$ cat src/rtl/fnan_pkg.sv
package fnan_pkg;

    // Operand classes; the enum value is the bit position in the one-hot output.
    typedef enum logic [2:0] {
        CLS_ZERO = 3'd0,
        CLS_SUB  = 3'd1,
        CLS_NORM = 3'd2,
        CLS_INF  = 3'd3,
        CLS_QNAN = 3'd4,
        CLS_SNAN = 3'd5
    } fp_cls_e;

    localparam int NUM_CLS = 6;

    // Field summary produced by the classifier.
    typedef struct packed {
        logic exp_max;
        logic exp_zero;
        logic frac_zero;
        logic frac_msb;
    } fp_flags_t;

    function automatic logic [NUM_CLS-1:0] cls_onehot(input fp_cls_e c);
        return NUM_CLS'(1) << c;
    endfunction

endpackage

$ cat src/rtl/fnan_classify.sv
module fnan_classify
    import fnan_pkg::*;
#(
    parameter int EXP_W  = 8,
    parameter int FRAC_W = 23
) (
    input  logic [EXP_W+FRAC_W:0] opnd_i,
    input  logic                  ieee2008_i,
    output fp_flags_t             flags_o,
    output fp_cls_e               cls_o
);
    localparam int W = 1 + EXP_W + FRAC_W;

    logic [EXP_W-1:0]  exp_f;
    logic [FRAC_W-1:0] frac_f;
    logic              sig_sel;

    assign exp_f  = opnd_i[W-2 -: EXP_W];
    assign frac_f = opnd_i[FRAC_W-1:0];

    always_comb begin
        flags_o.exp_max   = &exp_f;
        flags_o.exp_zero  = ~|exp_f;
        flags_o.frac_zero = ~|frac_f;
        flags_o.frac_msb  = frac_f[FRAC_W-1];
    end

    // A NaN is signaling when the convention bit and the quiet-indicator disagree.
    assign sig_sel = ieee2008_i ^ flags_o.frac_msb;

    always_comb begin
        unique case ({flags_o.exp_zero, flags_o.exp_max})
            2'b10:   cls_o = flags_o.frac_zero ? CLS_ZERO : CLS_SUB;
            2'b01:   cls_o = flags_o.frac_zero ? CLS_INF
                           : (sig_sel ? CLS_SNAN : CLS_QNAN);
            default: cls_o = CLS_NORM;
        endcase
    end

endmodule

$ cat src/rtl/fnan_quieter.sv
module fnan_quieter #(
    parameter int EXP_W  = 8,
    parameter int FRAC_W = 23
) (
    input  logic [EXP_W+FRAC_W:0] opnd_i,
    input  logic                  ieee2008_i,
    input  logic                  snan_i,
    output logic [EXP_W+FRAC_W:0] quiet_o,
    output logic                  invalid_o
);
    localparam int W = 1 + EXP_W + FRAC_W;
    localparam logic [W-1:0] MSB_MASK = W'(1) << (FRAC_W - 1);

    logic [W-1:0] set_path;
    logic [W-1:0] clr_path;
    logic [W-1:0] fix_path;

    assign set_path = opnd_i | MSB_MASK;
    assign clr_path = opnd_i & ~MSB_MASK;

    generate
        if (FRAC_W >= 2) begin : g_fixup
            localparam logic [W-1:0] NEXT_MASK = W'(1) << (FRAC_W - 2);
            // Keep the cleared value a NaN: an empty fraction gets the next bit.
            assign fix_path = (~|clr_path[FRAC_W-1:0]) ? (clr_path | NEXT_MASK)
                                                       : clr_path;
        end else begin : g_nofix
            assign fix_path = clr_path;
        end
    endgenerate

    always_comb begin
        quiet_o   = opnd_i;
        invalid_o = 1'b0;
        if (snan_i) begin
            invalid_o = 1'b1;
            quiet_o   = ieee2008_i ? set_path : fix_path;
        end
    end

endmodule

$ cat src/rtl/f32_nan_screen.sv
module f32_nan_screen
    import fnan_pkg::*;
#(
    parameter int EXP_W  = 8,
    parameter int FRAC_W = 23
) (
    input  logic [EXP_W+FRAC_W:0] opnd_i,
    input  logic                  ieee2008_i,
    output logic                  is_nan_o,
    output logic                  is_snan_o,
    output logic [5:0]            class_o,
    output logic [EXP_W+FRAC_W:0] quiet_o,
    output logic                  invalid_o
);
    fp_flags_t flags;
    fp_cls_e   cls;
    logic      snan;

    fnan_classify #(.EXP_W(EXP_W), .FRAC_W(FRAC_W)) u_classify (
        .opnd_i    (opnd_i),
        .ieee2008_i(ieee2008_i),
        .flags_o   (flags),
        .cls_o     (cls)
    );

    assign snan = (cls == CLS_SNAN);

    fnan_quieter #(.EXP_W(EXP_W), .FRAC_W(FRAC_W)) u_quieter (
        .opnd_i    (opnd_i),
        .ieee2008_i(ieee2008_i),
        .snan_i    (snan),
        .quiet_o   (quiet_o),
        .invalid_o (invalid_o)
    );

    always_comb begin
        class_o   = cls_onehot(cls);
        is_snan_o = snan;
        is_nan_o  = (cls == CLS_QNAN) || snan;
    end

    // flags is consumed inside the classifier; expose nothing more.
    logic unused_flags;
    assign unused_flags = ^flags;

endmodule

$ cat config.mk
export PLATFORM = sky130hd
export DESIGN_NAME = f32_nan_screen
export DESIGN_NICKNAME = d
export VERILOG_FILES = /design/src/rtl/fnan_pkg.sv /design/src/rtl/fnan_classify.sv /design/src/rtl/fnan_quieter.sv /design/src/rtl/f32_nan_screen.sv
export SDC_FILE = /design/constraint.sdc
export NUM_CORES = 1
export LEC_CHECK = 0
export ABC_AREA = 1
export BUFFER_PORTS_ARGS = -buffer_cell sky130_fd_sc_hd__buf_4
export CAP_MARGIN = 20
export CORE_MARGIN = 2
export CORE_UTILIZATION = 33
export DETAILED_ROUTE_END_ITERATION = 6
export PLACE_DENSITY_LB_ADDON = 0.12
export SYNTH_ARGS = -nofsm -noshare
export SYNTH_HDL_FRONTEND = slang
export SYNTH_SLANG_ARGS = --single-unit
$ cat constraint.sdc
create_clock -name vclk -period 2
set_input_delay 0.3 -clock vclk [all_inputs]
set_output_delay 0.3 -clock vclk [all_outputs]
set_load 0.01 [all_outputs]
# After elaboration in Yosys (flattened, before gate mapping)
# Index checks and enable logic that the tools add are counted.
dict set report word_totals {
  register_bits 0
  input_bits 33
  output_inout_bits 41
  wordCells 20
}
dict set report op_classes {
  n_eq_ne 4
  n_shift 1
  n_mux 8
  bitwise 1
  n_reduce_logical 6
}
# operator count
set ops {}
lappend ops {{2-to-1 mux 23 bit} 2}
lappend ops {{OR reduction 23 bit} 1}
lappend ops {{2-to-1 mux 22 bit} 1}
lappend ops {{OR reduction 22 bit} 1}
lappend ops {{AND reduction 8 bit} 1}
lappend ops {{OR reduction 8 bit} 1}
lappend ops {{equality test 3 bit, second input constant} 2}
lappend ops {{one-hot mux 3 bit (2 select lines)} 1}
lappend ops {{<< shifter 1 x 3 -> 6 bit, first input constant} 1}
lappend ops {{2-to-1 mux 1 bit} 3}
lappend ops {{2-to-1 mux 3 bit} 1}
lappend ops {{equality test 2 x 1 -> 1 bit, second input constant} 1}
lappend ops {{equality test 2 bit, second input constant} 1}
lappend ops {{logical NOT 1 bit} 1}
lappend ops {{logical OR 1 bit} 1}
lappend ops {{XOR 1 bit} 1}

# Logic depth before layout (Yosys ltp)
dict set report logic_depth {
  ltp_word 6
  mapped_depth 9
  depth_no_buf 9
}

# Cells and area by module
# From an unflattened synthesis, not the netlist that was laid out.
dict set report unflattened {
  hier_cells 117
  hier_area_um2 614.3
}
# mod n_inst cells_per_inst area_per_inst_um2 seq_area_each_um2
set modules_own_cells {}
lappend modules_own_cells {fnan_quieter 1 58 337.8 0.0}
lappend modules_own_cells {fnan_classify 1 45 217.7 0.0}
lappend modules_own_cells {f32_nan_screen 1 14 58.8 0.0}

# Worst setup path after synthesis
# No wires, ideal clock.
dict set report synth_timing {
  path_type {input to output}
  startpoint {input port opnd_i[24]}
  endpoint {output port quiet_o[22]}
  arrival_time_ns 1.549
  t_required_ns 1.700
  path_slack_ns 0.151
  cell_stages 6
  path_buffers 0
  cell_sequence {inv_1 > nor4_1 > ha_1 > inv_1 > o2111ai_1 > o21ai_0}
}
dict set report synth_via {
  elab_chain_cells 6
  elab_cells_between_ends 8
  cone_classes {eq/ne: 3; mux: 2; reduce/logical: 3}
}
# element line
set synth_rtl {}
lappend synth_rtl {{from (decl)} f32_nan_screen.sv:7} ;# input logic [EXP_W+FRAC_W:0] opnd_i,
lappend synth_rtl {{OR reduction 8 bit} fnan_classify.sv:23} ;# flags_o.exp_zero = ~|exp_f;
lappend synth_rtl {{logical NOT 1 bit} fnan_classify.sv:23}
lappend synth_rtl {{equality test 2 x 1 -> 1 bit / equality test 2 bit (equally long branches)} fnan_classify.sv:32} ;# unique case ({flags_o.exp_zero, flags_o.exp_max})
lappend synth_rtl {{one-hot mux 3 bit (2 select lines) (*)} fnan_classify.sv:32}
lappend synth_rtl {{equality test 3 bit (*)} f32_nan_screen.sv:26} ;# assign snan = (cls == CLS_SNAN);
lappend synth_rtl {{2-to-1 mux 23 bit (*)} fnan_quieter.sv:35} ;# if (snan_i) begin
lappend synth_rtl {{to (decl)} f32_nan_screen.sv:12} ;# output logic [EXP_W+FRAC_W:0] quiet_o,
# Mark *: on every way between the ends. The rest lies on a longest branch, timed or not.

# Worst setup path after layout
dict set report layout_timing {
  startpoint {input port opnd_i[24]}
  endpoint {output port class_o[0]}
}
dict set report layout_via {
  elab_chain_cells 5
  elab_cells_between_ends 7
  cone_classes {eq/ne: 2; shift: 1; mux: 1; reduce/logical: 3}
}
# element line
set layout_rtl {}
lappend layout_rtl {{OR reduction 8 bit} fnan_classify.sv:23}
lappend layout_rtl {{logical NOT 1 bit} fnan_classify.sv:23}
lappend layout_rtl {{equality test 2 x 1 -> 1 bit / equality test 2 bit (equally long branches)} fnan_classify.sv:32}
lappend layout_rtl {{one-hot mux 3 bit (2 select lines) (*)} fnan_classify.sv:32}
lappend layout_rtl {{<< shifter 1 x 3 -> 6 bit (*)} fnan_pkg.sv:24} ;# return NUM_CLS'(1) << c;
lappend layout_rtl {{to (decl)} f32_nan_screen.sv:11} ;# output logic [5:0] class_o,
# Marks and branches as above.

==> flow_summary.yaml <==
run_status:
  outcome: "finished, final reports clean"
critical_path:
  setup.worst_path.start: "opnd_i[24]"
  worstSetupStartpointType: "input port"
  max_stage_delay_ps: 290
  setup.worst_path.class: "in -> out"
  worstPathMaxFanout: 5
  cp_data_arrival_time_ps: 1680
  end_kind: "output pin"
  crit_end: "class_o[0]"
  critPathMostFrequentCell: "buf_4"
  slowest_stage: "ha_1"
  required_ps: 1700
  critical_path.cell_chain: "buf_4 > nor4_4 > nand2_1 > ha_1 > inv_2 > buf_4 > a211oi_2 > buf_4"
final_layout:
  drive_above_1_share_pct: 65.4
  syn2layout_area_growth_pct: 73.2
  final_util_pct: 62.0
  antenna_cells: 0
  nFlopsAndLatches: 0
  n_fill_cell: 157
  clockBufferCount: 0
  regArea_sq_um: 0
  multi_input_area_sq_um: 317
  nNetsFinal: 173
power:
  powerDensity_nw_per_um2: 161
  leakagePower_nw: 0.534
  ir_drop_uv: 104
yosys:
  synthXorXnorAreaFrac_pct: 1.61
  synth_compound_area_share_pct: 8.03
  yosysWarnings: 0
  syn_avg_cell_area_sq_um: 5.87
  synth_area_sq_um: 546
  yosys.area.top_type_share_pct: 44.0
  yosysTopAreaCell: "buf_4"
  synth_top_family_by_area: "buffers and inverters"
  yosysSeqAreaShare_pct: 0
  synth_cells: 93
  synth.most_common_cell: "buf_4"
  ys_top_cells_by_count: "32 x buf_4, 14 x nand2_1, 13 x nor2_1"
  synthesis.nets: 128
  muxShareOfSynthArea_pct: 0
  synth.area.top_cells: "buf_4 44%, nand2_1 9.6%, nor2_1 8.9%, inv_1 8.3%, ha_1 4.6%"
  synthAdderAreaFrac_pct: 4.59
  synth-simple-area-share_pct: 33.5
  ys_types: 20
route:
  first_iter_violations: 3
  dr.pass1.iters: 3
  postRouteAntennaNets: 0
  vias: 682
  wl_microns: 1520
  drc: 0
  wl_per_cell_microns: 10.0
  via_per_inst: 4.49
sta:
  setup_ws_ps: 16.2
  rsz0062_at_grt: "yes"
  fin_crit_sh_pct: 99.2
  hold_viol: 0
  setup_violations: 0
  maxSlewViolCount: 0
  fmax_ghz: 0.504
  tightest_slew_ps: 297
  slew-limit-headroom_pct: 80.2
  min_period_ps: 1980
floorplanning:
  die_area_sq_um: 1990
  initial_core_util_pct: 35.8
  rows: 14
  dieHeight_microns: 44.7
  core_area_sq_um: 1520
  io_pins: 74
  die_w_microns: 44.7
placed_design:
  portBuffers: 72
  pre_cts_ws_ps: -5.93
  dp_hpwl_microns: 1240
  place_congestion: 0.684
global_routing:
  overflow: 0
  groute.usage.overall_pct: 12.5
  grt_pass1_wl_microns: 2060
  grt_max_degree: 6
  antenna_found_initial: 0
  first_global_vias: 574
hold_path:
  min_path_type: "in -> out"
clock_tree:
  ctsHoldBuffers: 0
run:
  drv_cap: 0
timing repair:
action                                  4_1_cts  5_1_grt
endpoints found under the setup margin        1       10
pin swaps                                     0        2
setup buffers                                 0        0
cloned                                        0        0
gates resized for setup                       1       11
area by class of cell:
type / instances / area share [%]
timing repair buffer: 75 / 59.6
tap: 16 / 2.12
inverter: 12 / 4.77
multi-input combinational: 49 / 33.5
power breakdown:
part	total (W)	switching, W	leakage, nW	internal (W)
clock	0	0	0	0
sequential	0	0	0	0
combinational	0.000152	0.0000636	0.534	0.0000880
total	0.000152	0.0000636	0.534	0.0000880
layer usage:
layer | up-vias | share of wire, % | GRT usage, %
li1 | 348 | - | -
met1 | 298 | 30 | 14.5
met2 | 34 | 60 | 26.4
met3 | 2 | 8.7 | 0
met4 | 0 | 0.85 | 0
met5 | - | 0 | 0
worst min path at each step:
stage	cells past startpoint	slack (ps)	startpoint	end
2_1_floorplan	1	690	opnd_i[0]	quiet_o[0]
3_3_place_gp	0	600	opnd_i[31]	quiet_o[31]
3_5_place_dp	0	600	opnd_i[31]	quiet_o[31]
4_1_cts	0	600	opnd_i[31]	quiet_o[31]
5_1_grt	0	600	opnd_i[31]	quiet_o[31]
6_report	0	600	opnd_i[31]	quiet_o[31]
stage by stage:
step	TNS, ps	cells	area, sq um	hold WS, ps	total power (W)
finish	0	152	945	600	0.000152
global route	-257	152	945	600	0.000164
CTS	0	152	895	600	0.000146
detailed placement	-5.93	152	888	600	0.000145
global placement	0	152	888	600	0.000144
floorplan	0	93	546	692	0.0000798
cell families (layout without fill, tap and decap cells):
group | count (synthesis) | after routing
AND/OR/NAND/NOR | 39 | 39
XOR/XNOR | 1 | 1
AO/OA/AOI/OAI | 7 | 7
adder cells (fa/ha/maj) | 2 | 2
buffers and inverters | 44 | 87
critical path: cells and delay by family:
kind            cells  cell delay (ps)
fa+ha+maj           1              290
buf+inv             4              480
compound gates      1              230
simple gates        2              380
placed cells by master, fill, tap and decap left out:
| cell | count |
|---|---|
| buf_4 | 75 |
| nand2_1 | 14 |
| nor2_1 | 13 |
| inv_1 | 10 |
| nand4_1 | 2 |
| nor4_2 | 2 |
| inv_2 | 2 |
| nor2_2 | 2 |
| a21oi_1 | 2 |
| nor4_4 | 1 |
| xor2_1 | 1 |
| nor2_4 | 1 |
| nand3_2 | 1 |
| o2111ai_4 | 1 |
| a211oi_2 | 1 |
| nand2_2 | 1 |
| o21ai_2 | 1 |
| nor3_1 | 1 |
| o21bai_1 | 1 |
| nand3_1 | 1 |
| o21ai_1 | 1 |
| ha_1 | 1 |
| ha_2 | 1 |
No activity file was read; power rests on OpenSTA's default activity.
